[config.mk]
export PLATFORM = sky130hd
export DESIGN_NAME = sram_strobe_ctrl
export DESIGN_NICKNAME = d
export VERILOG_FILES = /design/src/rtl/sram_ctrl_pkg.sv /design/src/rtl/sram_ctrl_seq.sv /design/src/rtl/sram_ctrl_path.sv /design/src/rtl/sram_strobe_ctrl.sv
export SDC_FILE = /design/constraint.sdc
export NUM_CORES = 1
export LEC_CHECK = 0
export BUFFER_PORTS_ARGS = -buffer_cell sky130_fd_sc_hd__buf_2
export CORE_AREA = 2 2 66 68
export DETAILED_ROUTE_END_ITERATION = 16
export DIE_AREA = 0 0 68 70
export GPL_TIMING_DRIVEN = 0
export PLACE_DENSITY = 0.74
export RECOVER_POWER = 25
export SYNTH_ARGS = -nofsm -noshare
export SYNTH_HDL_FRONTEND = slang
export SYNTH_HIERARCHICAL = 1
export SYNTH_SLANG_ARGS = --single-unit
[constraint.sdc]
create_clock -name clk -period 1.8 [get_ports clk]
set_clock_uncertainty 0.15 [all_clocks]
set_input_delay 0.36 -clock clk [delete_from_list [all_inputs] [get_ports clk]]
set_output_delay 0.36 -clock clk [all_outputs]
set_load 0.01 [all_outputs]
[src/rtl/sram_ctrl_pkg.sv]
`timescale 1ns/1ps
package sram_ctrl_pkg;

  typedef enum logic [2:0] {
    ST_IDLE,
    ST_READ,
    ST_WSETUP,
    ST_WPULSE,
    ST_WHOLD,
    ST_WRECOV
  } ctrl_state_e;

  // Strobes from the sequencer to the datapath.
  typedef struct packed {
    logic csN;
    logic weN;
    logic oeN;
    logic drive;
    logic load;
    logic capture;
  } strobe_t;

endpackage

[src/rtl/sram_ctrl_seq.sv]
`timescale 1ns/1ps
module sram_ctrl_seq
  import sram_ctrl_pkg::*;
#(
  parameter int ACCESS_CYC = 3,
  parameter int SETUP_CYC  = 0,
  parameter int PULSE_CYC  = 3,
  parameter int WHZ_CYC    = 2,
  parameter int DW_CYC     = 2,
  parameter int HOLD_CYC   = 0,
  parameter int RECOV_CYC  = 0
) (
  input  logic    clk,
  input  logic    rstN,
  input  logic    reqValid,
  input  logic    reqWrite,
  output logic    ready,
  output strobe_t strb
);

  localparam int ACC_LEN   = (ACCESS_CYC < 1) ? 1 : ACCESS_CYC;
  localparam int PULSE_EFF = (PULSE_CYC > WHZ_CYC + DW_CYC) ? PULSE_CYC : WHZ_CYC + DW_CYC;
  localparam int MAX_A     = (ACC_LEN > PULSE_EFF) ? ACC_LEN : PULSE_EFF;
  localparam int MAX_B     = (SETUP_CYC > HOLD_CYC) ? SETUP_CYC : HOLD_CYC;
  localparam int MAX_C     = (MAX_B > RECOV_CYC) ? MAX_B : RECOV_CYC;
  localparam int MAX_LEN   = (MAX_A > MAX_C) ? MAX_A : MAX_C;
  localparam int CNT_W     = $clog2(MAX_LEN + 1);

  ctrl_state_e      state, nState;
  logic [CNT_W-1:0] cnt, nCnt;
  logic             accept, capture;
  logic             csQ, weQ, oeQ, drvQ;

  // {csN, weN, oeN, drive} for a given state and in-state cycle count
  function automatic logic [3:0] pinsFor(ctrl_state_e s, logic [CNT_W-1:0] c);
    case (s)
      ST_READ:   return 4'b0100;
      ST_WSETUP: return 4'b0100;
      ST_WPULSE: return {3'b000, (int'(c) >= WHZ_CYC)};
      ST_WHOLD:  return 4'b0111;
      ST_WRECOV: return 4'b0110;
      default:   return 4'b1110;
    endcase
  endfunction

  always_comb begin
    nState  = state;
    nCnt    = cnt + 1'b1;
    accept  = 1'b0;
    capture = 1'b0;
    case (state)
      ST_IDLE: begin
        nCnt = '0;
        if (reqValid) begin
          accept = 1'b1;
          if (!reqWrite)          nState = ST_READ;
          else if (SETUP_CYC > 0) nState = ST_WSETUP;
          else                    nState = ST_WPULSE;
        end
      end
      ST_READ:
        if (cnt == CNT_W'(ACC_LEN - 1)) begin
          capture = 1'b1;
          nState  = ST_IDLE;
          nCnt    = '0;
        end
      ST_WSETUP:
        if (cnt == CNT_W'(SETUP_CYC - 1)) begin
          nState = ST_WPULSE;
          nCnt   = '0;
        end
      ST_WPULSE:
        if (cnt == CNT_W'(PULSE_EFF - 1)) begin
          nCnt = '0;
          if (HOLD_CYC > 0)       nState = ST_WHOLD;
          else if (RECOV_CYC > 0) nState = ST_WRECOV;
          else                    nState = ST_IDLE;
        end
      ST_WHOLD:
        if (cnt == CNT_W'(HOLD_CYC - 1)) begin
          nCnt   = '0;
          nState = (RECOV_CYC > 0) ? ST_WRECOV : ST_IDLE;
        end
      ST_WRECOV:
        if (cnt == CNT_W'(RECOV_CYC - 1)) begin
          nCnt   = '0;
          nState = ST_IDLE;
        end
      default: begin
        nState = ST_IDLE;
        nCnt   = '0;
      end
    endcase
  end

  always_ff @(posedge clk or negedge rstN) begin
    if (!rstN) begin
      state                <= ST_IDLE;
      cnt                  <= '0;
      {csQ, weQ, oeQ, drvQ} <= 4'b1110;
    end else begin
      state                <= nState;
      cnt                  <= nCnt;
      {csQ, weQ, oeQ, drvQ} <= pinsFor(nState, nCnt);
    end
  end

  assign ready = (state == ST_IDLE);
  assign strb  = '{csN: csQ, weN: weQ, oeN: oeQ, drive: drvQ,
                   load: accept, capture: capture};

endmodule

[src/rtl/sram_ctrl_path.sv]
`timescale 1ns/1ps
module sram_ctrl_path
  import sram_ctrl_pkg::*;
#(
  parameter int ADDR_W = 11,
  parameter int DATA_W = 8
) (
  input  logic              clk,
  input  logic              rstN,
  input  strobe_t           strb,
  input  logic [ADDR_W-1:0] reqAddr,
  input  logic [DATA_W-1:0] reqWdata,
  input  logic [DATA_W-1:0] memDin,
  output logic              rdValid,
  output logic [DATA_W-1:0] rdData,
  output logic              memCsN,
  output logic              memWeN,
  output logic              memOeN,
  output logic              memDrive,
  output logic [ADDR_W-1:0] memAddr,
  output logic [DATA_W-1:0] memDout
);

  logic [ADDR_W-1:0] addrQ;
  logic [DATA_W-1:0] wdataQ, rdDataQ;
  logic              rdValidQ;

  always_ff @(posedge clk or negedge rstN) begin
    if (!rstN) begin
      addrQ    <= '0;
      wdataQ   <= '0;
      rdDataQ  <= '0;
      rdValidQ <= 1'b0;
    end else begin
      // address only moves on accept, which happens with chip select high
      if (strb.load) begin
        addrQ  <= reqAddr;
        wdataQ <= reqWdata;
      end
      if (strb.capture) rdDataQ <= memDin;
      rdValidQ <= strb.capture;
    end
  end

  assign memAddr  = addrQ;
  assign memDout  = wdataQ;
  assign rdData   = rdDataQ;
  assign rdValid  = rdValidQ;
  assign memCsN   = strb.csN;
  assign memWeN   = strb.weN;
  assign memOeN   = strb.oeN;
  assign memDrive = strb.drive;

endmodule

[src/rtl/sram_strobe_ctrl.sv]
`timescale 1ns/1ps
module sram_strobe_ctrl
  import sram_ctrl_pkg::*;
#(
  parameter int ADDR_W     = 11,
  parameter int DATA_W     = 8,
  parameter int ACCESS_CYC = 3,
  parameter int SETUP_CYC  = 0,
  parameter int PULSE_CYC  = 3,
  parameter int WHZ_CYC    = 2,
  parameter int DW_CYC     = 2,
  parameter int HOLD_CYC   = 0,
  parameter int RECOV_CYC  = 0
) (
  input  logic              clk,
  input  logic              rstN,
  input  logic              reqValid,
  input  logic              reqWrite,
  input  logic [ADDR_W-1:0] reqAddr,
  input  logic [DATA_W-1:0] reqWdata,
  output logic              ready,
  output logic              rdValid,
  output logic [DATA_W-1:0] rdData,
  output logic              memCsN,
  output logic              memWeN,
  output logic              memOeN,
  output logic [ADDR_W-1:0] memAddr,
  output logic [DATA_W-1:0] memDout,
  input  logic [DATA_W-1:0] memDin,
  output logic              memDrive
);

  strobe_t strb;

  sram_ctrl_seq #(
    .ACCESS_CYC(ACCESS_CYC), .SETUP_CYC(SETUP_CYC), .PULSE_CYC(PULSE_CYC),
    .WHZ_CYC(WHZ_CYC), .DW_CYC(DW_CYC), .HOLD_CYC(HOLD_CYC), .RECOV_CYC(RECOV_CYC)
  ) i_seq (
    .clk(clk), .rstN(rstN), .reqValid(reqValid), .reqWrite(reqWrite),
    .ready(ready), .strb(strb)
  );

  sram_ctrl_path #(.ADDR_W(ADDR_W), .DATA_W(DATA_W)) i_path (
    .clk(clk), .rstN(rstN), .strb(strb), .reqAddr(reqAddr), .reqWdata(reqWdata),
    .memDin(memDin), .rdValid(rdValid), .rdData(rdData), .memCsN(memCsN),
    .memWeN(memWeN), .memOeN(memOeN), .memDrive(memDrive), .memAddr(memAddr),
    .memDout(memDout)
  );

endmodule

; ---- Yosys cells after proc, flatten, opt, wreduce, memory -nomap -nowiden
; Index checks and enable logic that the tools add are counted.
[totals]
latch_bits = 0
romBits = 0
ramBits = 0
output_inout_bits = 33
n_memories = 0
ff_bits = 38
[op_classes]
eq_ne = 13
n_lt_le_gt_ge = 1
mul = 0
n_mux = 16
div_mod_pow = 0
n_bitwise = 0
addsub = 1
reduce_logical = 4
n_shift = 0
[op_table]
columns = op, count
row1 = $mux W3, 8
row2 = $eq A3 B2 Y1 const B, 6
row3 = $pmux W4 S4, 1
row4 = $eq A3 B3 Y1 const B, 5
row5 = $pmux W3 S5, 1
row6 = $pmux W3 S3, 1
row7 = $eq A3 B1 Y1 const B, 2
row8 = $mux W1, 4
row9 = $reduce_or A2 Y1, 2
row10 = $add A3 B1 Y3 const B, 1
row11 = $ge A3 B2 Y1 const B, 1
row12 = $logic_not A3 Y1, 1
row13 = $reduce_or A3 Y1, 1
row14 = $mux W2, 1

; ---- Depth between registers and ports, before layout
; Gate-level depths: netlist of the first run.
[logic_depth]
depth_word = 6
ltp_mapped = 8
depth_no_buf = 8

; ---- Modules after synthesis
; The synthesis of the first run kept the hierarchy.
[by_module_without_submodules]
columns = module, instances, cells_each, area_each_um2
row1 = sram_ctrl_path, 1, 62, 1108.6
row2 = sram_ctrl_seq, 1, 58, 604.3

; ---- Worst setup path before layout of the first run
; OpenSTA, ideal clock, no wires.
[synth_timing]
path_kind = register -> register
from = register i_seq.state[1]
to = register i_path.addrQ[0] (netlist: i_path/memAddr[0])
arrival_time_ps = 1659
slack_ps = -134
path_stages_with_launch = 8
path_cell_list = dfrtp_1 > buf_6 > nor3_1 > and2_1 > buf_4 > buf_6 > buf_12 > mux2_4
[synth_via]
elab_chain_len = 2
[synth_lines]
columns = item, line
row1 = from (decl), sram_ctrl_seq.sv:29  ; ctrl_state_e state, nState;
row2 = from (signal assigned), sram_ctrl_seq.sv:102  ; state <= nState;
row3 = $logic_not A3 Y1, -
row4 = via ready, sram_strobe_ctrl.sv:21  ; output logic ready,
row5 = $mux W1, sram_ctrl_seq.sv:51  ; case (state)
row6 = via i_seq.accept, sram_ctrl_seq.sv:31  ; logic accept, capture;
row7 = to (signal assigned), sram_ctrl_path.sv:37  ; addrQ <= reqAddr;
row8 = to (decl), sram_ctrl_path.sv:24  ; logic [ADDR_W-1:0] addrQ;
; The timed path passes the listed nets, and every way through them passes these cells.
; A chain may end at the register's enable or synchronous reset.

; ---- Final worst setup path of the first run
[layout_timing]
from = register i_seq.cnt[0]
to = register i_seq.drvQ
[layout_via]
elab_chain_len = 6
[layout_lines]
columns = item, line
row1 = from (decl), sram_ctrl_seq.sv:30  ; logic [CNT_W-1:0] cnt, nCnt;
row2 = from (signal assigned), sram_ctrl_seq.sv:103  ; cnt <= nCnt;
row3 = "$eq A3 B3 Y1, or another cell as far along", "sram_ctrl_seq.sv:68, sram_ctrl_seq.sv:80, sram_ctrl_seq.sv:85"
row4 = "$mux W3, on equally long branches", -
row5 = $pmux W3 S5 (*), sram_ctrl_seq.sv:51
row6 = via i_seq.nState[0], sram_ctrl_seq.sv:29
row7 = $eq A3 B1 Y1 or $eq A3 B2 Y1 (tied branches), sram_ctrl_seq.sv:36  ; case (s)
row8 = $reduce_or A2 Y1 (no source line), -
row9 = $pmux W4 S4 (*), sram_ctrl_seq.sv:36
row10 = to (signal assigned), sram_ctrl_seq.sv:104  ; {csQ, weQ, oeQ, drvQ} <= pinsFor(nState, nCnt);
row11 = to (decl), sram_ctrl_seq.sv:32  ; logic csQ, weQ, oeQ, drvQ;
; The timed path passes the listed nets; every way through them passes the cells marked *.

==> flow_summary.yaml, run 1 <==
outcome:
  status: "finished, violations left"
  violations: "setup timing"
setup_path:
  crit_arrival_ns: 1.87
  critPathMaxFanout: 4
  startpoint_type: "register"
  slowest_stage: "dfrtp_1"
  r2r_slack_ns: -0.0004
  r2r-end: "i_seq/drvQ"
  path_class: "reg2reg"
  cp_top_family: "compound AO/OA/AOI/OAI gates"
  endpoint_kind: "register"
  r2r_cells: 6
  cp_data_required_time_ns: 1.87
  worst-path-buf-inv: 0
  reg2reg_from: "i_seq/cnt[0]"
  cpPeakStageDelay_ns: 0.43
  critical_path.cell_chain: "ha_4 -> ha_1 -> a211oi_2 -> a211o_1 -> nand2_1 -> o21ai_1"
drt:
  via_per_inst: 4.644
  ant_nets: 0
  drt-pass1-iter-count: 3
  drcViolationCount: 0
  wl_met3_um: 194
  maxUsedRoutingLayer: "met4"
  routedWlPerCell_um: 13.21
  drt-met1-wl_um: 1362
  drtIter0Drc: 61
  wl_um: 3263
  route.met2.wl_um: 1634
  num_vias: 1147
floorplan:
  rows: 24
  ioPinCount: 64
  start_util_pct: 41.33
  die_y_um: 70
  dieArea_sq_mm: 0.004760
  fp.coreArea_sq_mm: 0.004144
  die_w_um: 68
place:
  hpwl_um: 2340
  dpl.cell_count: 235
  numPortBuffers: 63
  gp_congestion: 0.8358
grt:
  first_global_vias: 1133
  grt_overflow: 0
  track_usage_pct: 14.78
  grt_max_degree: 39
  antenna_found_initial: 0
  grt_pass1_wl_um: 5161
cells_and_area:
  area_delta_synth_final_pct: 34.55
  fill_cells: 370
  nets: 230
  multi_input_area_sq_um: 660.6
  drive_above_1_share_pct: 66.67
  layout.area.seq_sq_um: 955.9
  fin_cells: 247
  num_antenna_cells: 0
sta:
  slew_headroom_pct: 37.46
  hold_viol_final: 0
  final.min_clock_period_ns: 1.800
  fmax_mhz: 555.4
  setup_slack_ns: -0.0003646
  finalCritPeriodShare_pct: 100.0
  finalMaxSlewViolations: 0
  tightest_slew_ns: 0.9381
  setup_viol: 1
  tns_ns: -0.0003646
  rsz0062_at_grt: "yes"
job:
  maxCapViolCount: 0
logic_synthesis:
  avgSynthCellArea_sq_um: 14.27
  yosysTopAreaCell: "dfrtp_1"
  synthesis.area_sq_mm: 0.001713
  synth.most_common_cell: "dfrtp_1"
  ys.flop_type: "dfrtp_1"
  yosys-top-cells-count: "dfrtp_1, mux2_2, buf_4, mux2_4, ha_1"
  synthCells: 120
  ys_ff_latch: 38
  yosysWarnings: 6
  yosysSeqAreaShare_pct: 55.73
  ys_async_sr_fraction_pct: 100.0
  syn_nets: 156
  synthTopCellsByArea: "dfrtp_1, mux2_2, mux2_4"
  synth-edff-count: 0
  synthDominantCellAreaShare_pct: 51.13
  synth_cell_types: 28
power_and_ir_drop:
  power-per-cell-area_mw_per_mm2: 1658
  p_leak_nw: 1.183
  ir_drop_mv: 0.6605
  power_mw: 3.822
cts:
  path_clk_slew_ns: 0.07
  insertion_delay_ns: 0.29
  numCtsBuffers: 5
  cts_tree: "yes"
  cts_root_buf: "clkbuf_8"
  clock-sinks: 38
  cts_buffer_depth: 2
  htreeDepth: 2
  cts_hold_buf: 0
hold_path:
  min_path_type: "in2async"
cells in the final DEF (no fill, tap or decap):
cell type,synthesis,final
a211o_1,1,1
a211oi_2,1,1
a21oi_1,3,3
and2_4,0,1
buf_12,1,1
buf_2,2,62
buf_4,10,16
buf_6,2,1
bufbuf_16,0,1
bufinv_16,0,1
clkbuf_2,0,1
clkbuf_8,0,5
clkinv_2,0,2
dfrtp_1,35,34
dfrtp_2,0,1
dfstp_2,3,3
ha_1,5,3
ha_4,0,2
inv_1,4,4
mux2_2,17,17
mux2_4,10,10
mux2i_1,1,1
nand2_1,3,3
nand2b_1,4,4
nand3b_1,1,1
nor2_1,4,4
nor3_1,4,3
nor3_4,0,1
nor3b_2,1,1
nor3b_4,1,1
nor4b_2,0,1
o21ai_1,1,1
o31a_2,1,1
o32ai_1,1,1
or2_1,1,1
or4b_1,1,1
worst max-delay path by stage:
stage               cells past startpoint         end         start
global route                            7   i_seq/csQ  i_seq/cnt[0]
global placement                        5  i_seq/drvQ  i_seq/cnt[0]
finish                                  6  i_seq/drvQ  i_seq/cnt[0]
floorplan                               5  i_seq/drvQ  i_seq/cnt[0]
detailed placement                      5  i_seq/drvQ  i_seq/cnt[0]
CTS                                     7   i_seq/csQ  i_seq/cnt[0]
timing repair:
item,in CTS,in global routing
resized for setup,7,0
setup buffers,5,1
pin swaps,4,0
setup endpoints to repair,21,3
cloned,1,0
power by group:
group / internal, mW / leakage [nW] / total (mW) / switching [mW]
sequential: 1.25 / 0.466 / 1.44 / 0.190
clock: 0.408 / 0.0579 / 0.699 / 0.291
combinational: 0.940 / 0.659 / 1.68 / 0.743
total: 2.60 / 1.18 / 3.82 / 1.22
registers in the layout, indices dropped and copies added, names as in the netlist:
signal / flops
i_path/memAddr: 11
i_path/memDout: 8
i_path/rdData: 8
i_seq/cnt: 3
i_seq/state: 3
i_path/rdValid: 1
i_seq/csQ: 1
i_seq/drvQ: 1
i_seq/oeQ: 1
i_seq/weQ: 1
routing by layer:
layer	track usage, %	up-vias
li1	-	552
met1	17.02	549
met2	25.03	39
met3	3.382	7
met4	7.333	0
met5	0	-
per-stage QoR:
step | setup slack [ns] | utilization, % | hold WS, ns | instance area, sq um
2_1_floorplan | 0.0004174 | - | -0.08559 | 1727
3_3_place_gp | -0.1165 | 50.85 | 0.2954 | 2107
3_5_place_dp | -0.1384 | 50.85 | 0.3248 | 2107
4_1_cts | 0.002525 | 55.43 | 0.04185 | 2297
5_1_grt | -0.1096 | 55.62 | 0.1312 | 2305
6_report | -0.0003646 | 55.62 | 0.05257 | 2305
layout make-up:
| class | instances | area share (%) |
|---|---|---|
| Timing Repair Buffer | 70 | 17.05 |
| Multi-Input combinational cell | 63 | 28.66 |
| Clock buffer | 5 | 2.986 |
| Tap cell | 52 | 2.823 |
| Sequential cell | 38 | 41.48 |
| Clock inverter | 3 | 1.737 |
| Buffer | 12 | 4.615 |
| Inverter | 4 | 0.6515 |
kinds of logic (layout without fill, tap and decap cells):
logic type               count (synthesis)  after routing  share of synthesized area (%)
AND/OR/NAND/NOR                         22             22                          8.254
buffers and inverters                   19             94                          8.327
flip-flops                              38             38                          55.73
multiplexers                            28             28                          20.53
adder cells (fa/ha/maj)                  5              5                          3.652
AO/OA/AOI/OAI                            8              8                          3.506
Note: power is estimated with default switching activity, not from simulation.
==> run 2, diff against run 1 <==
Settings changed: CORE_AREA 2 2 66 68 to 2 2 64 66, DIE_AREA 0 0 68 70 to 0 0 66 68, MAX_ROUTING_LAYER set to met4, PLACE_DENSITY 0.74 to 0.75, SYNTH_HIERARCHICAL 1 to not set.
==> flow_summary.yaml, run 2 <==
sta:
  finalCritPeriodShare_pct: 102.6
  fmax_mhz: 541.6
  setup_slack_ns: -0.04655
  hold_viol_final: 0
  rsz0062_at_grt: "yes"
  tightest_slew_ns: 0.9049
  final.min_clock_period_ns: 1.847
  slew_headroom_pct: 39.68
  finalMaxSlewViolations: 0
  tns_ns: -0.07728
  setup_viol: 2
  hold_ws_ns: 0.04294
grt:
  track_usage_pct: 14.75
  grt_max_degree: 39
  grt_pass1_wl_um: 4719
  grt_overflow: 0
  antenna_found_initial: 0
  first_global_vias: 1039
drt:
  drtIter0Drc: 26
  drcViolationCount: 0
  num_vias: 1128
  wl_um: 3147
  drt-pass1-iter-count: 4
  routedWlPerCell_um: 13.22
  via_per_inst: 4.739
  ant_nets: 0
logic_synthesis:
  yosys-top-cells-count: "dfrtp_1, mux2_2, mux2_1"
  ys_ff_latch: 38
  yosysTopAreaCell: "dfrtp_1"
  synthesis.area_sq_mm: 0.001597
  synthTopCellsByArea: "dfrtp_1, mux2_2, mux2_1"
  ys.flop_type: "dfrtp_1"
  synth.most_common_cell: "dfrtp_1"
  synthDominantCellAreaShare_pct: 54.86
  synthCells: 112
  yosysWarnings: 0
  avgSynthCellArea_sq_um: 14.25
  synth-edff-count: 0
  synth_cell_types: 27
  syn_nets: 148
  yosysSeqAreaShare_pct: 59.80
  ys_async_sr_fraction_pct: 100.0
cells_and_area:
  largest_register_ffs: 11
  final_common_cell: "buf_2"
  fin_cells: 238
  nets: 224
  postLayoutCellArea_sq_mm: 0.002217
  area_delta_synth_final_pct: 38.87
  num_antenna_cells: 0
  layout_common_cells: "buf_2, dfrtp_1, mux2_2, mux2_1, clkbuf_8"
  drive_above_1_share_pct: 59.57
power_and_ir_drop:
  ir_drop_mv: 0.8396
  p_leak_nw: 1.096
  power-per-cell-area_mw_per_mm2: 1663
  power_mw: 3.687
cts:
  htreeDepth: 2
  path_clk_slew_ns: 0.07
  insertion_delay_ns: 0.28
  clock-sinks: 38
  numCtsBuffers: 5
  cts_root_buf: "clkbuf_8"
  cts_tree: "yes"
  cts_buffer_depth: 2
setup_path:
  slowest_stage: "dfrtp_1"
  cp_top_family: "simple AND/OR/NAND/NOR gates"
  critPathMaxFanout: 3
  critical_path.cell_chain: "inv_1 -> ha_1 -> nor3b_2 -> a211oi_2 -> a311o_2 -> or2_1 -> nor2_1"
  endpoint_kind: "register"
  crit_arrival_ns: 1.91
  path_class: "reg2reg"
  cp_data_required_time_ns: 1.86
  worst-path-buf-inv: 1
  cpPeakStageDelay_ns: 0.43
  startpoint_type: "register"
hold_path:
  min_path_type: "in2async"
floorplan:
  rows: 23
  die_y_um: 68
  start_util_pct: 41.40
  ioPinCount: 64
  die_w_um: 66
  dieArea_sq_mm: 0.004488
  fp.coreArea_sq_mm: 0.003856
place:
  dpl.cell_count: 225
  gp_congestion: 0.7978
  placed_cell_area_sq_mm: 0.001981
  numPortBuffers: 63
  hpwl_um: 2335
outcome:
  status: "finished, violations left"
  violations: "setup timing"
job:
  maxCapViolCount: 0
==> run 2: cell types whose count changed after synthesis, moves of 2 or more <==
cell	previous run	this run
or3b_1	0	2
mux2_1	0	10
mux2_4	10	0
buf_4	10	3
nor3_1	4	1
==> run 2: final timing paths <==
kind	start	endpoint	slack [ns]	cells after the start
min in group clk	reqAddr[9]	i_path.memAddr[9]	0.14	2
max in group asynchronous	rstN	i_seq.state[0]	0.88	1
max	i_seq.cnt[0]	i_seq.csQ	-0.05	7
min reg2reg	i_path.memAddr[7]	i_path.memAddr[7]	0.33	1
max reg2reg	i_seq.cnt[0]	i_seq.csQ	-0.05	7
min	rstN	i_path.memDout[6]	0.04	1
==> run 2: metrics by stage <==
stage	utilization [%]	setup slack (ns)
2_1_floorplan	-	0.001836
3_3_place_gp	51.36	-0.1631
3_5_place_dp	51.36	-0.2051
4_1_cts	56.52	-0.03707
5_1_grt	57.50	-0.1242
6_report	57.50	-0.04655
==> run 2: cells by family after synthesis <==
kind of cell / Yosys count / synth area share, %
simple gates: 23 / 9.405
mux: 27 / 19.04
flops: 38 / 59.80
buf+inv: 10 / 3.605
compound gates: 9 / 4.232
fa+ha+maj: 5 / 3.918
==> run 2: what timing repair did <==
item / 4_1_cts / 5_1_grt
resized for setup: 11 / 3
buffers inserted: 4 / 2
hold buffers: 0 / 0
endpoints found under the hold margin: 0 / 0
pin swaps: 5 / 3
endpoints found under the setup margin: 15 / 30
==> run 2: report_power, final <==
group	total (mW)	internal, mW	switching, mW
Clock	0.713	0.443	0.270
Sequential	1.46	1.26	0.196
Combinational	1.51	0.781	0.732
Total	3.69	2.49	1.20
==> run 2: per-layer routing <==
layer  track usage (%)  vias up  routed length, um
met3             5.757        0                165
met2             24.87       32               1701
met5                 -        -                  0
met4             4.592        0                  0
met1             16.28      556               1280
li1                  -      540                  -
==> run 2: final cells by class <==
type | count | area, sq um
flip-flops and latches | 38 | 954.7
plain buffers | 5 | 56.30
fillers | 321 | 1639
clock inverters | 1 | 30.03
multi-input cells | 64 | 624.3
repair buffers | 69 | 385.4
clock buffers | 6 | 82.58
inverters | 5 | 21.27
well taps | 50 | 62.56
==> run 2: worst reg2reg max path: stages, from the launching register on <==
cell and delay (ns):
dfrtp_1 0.43, inv_1 0.07, ha_1 0.15, nor3b_2 0.20, a211oi_2 0.08, a311o_2 0.34
or2_1 0.24, nor2_1 0.11
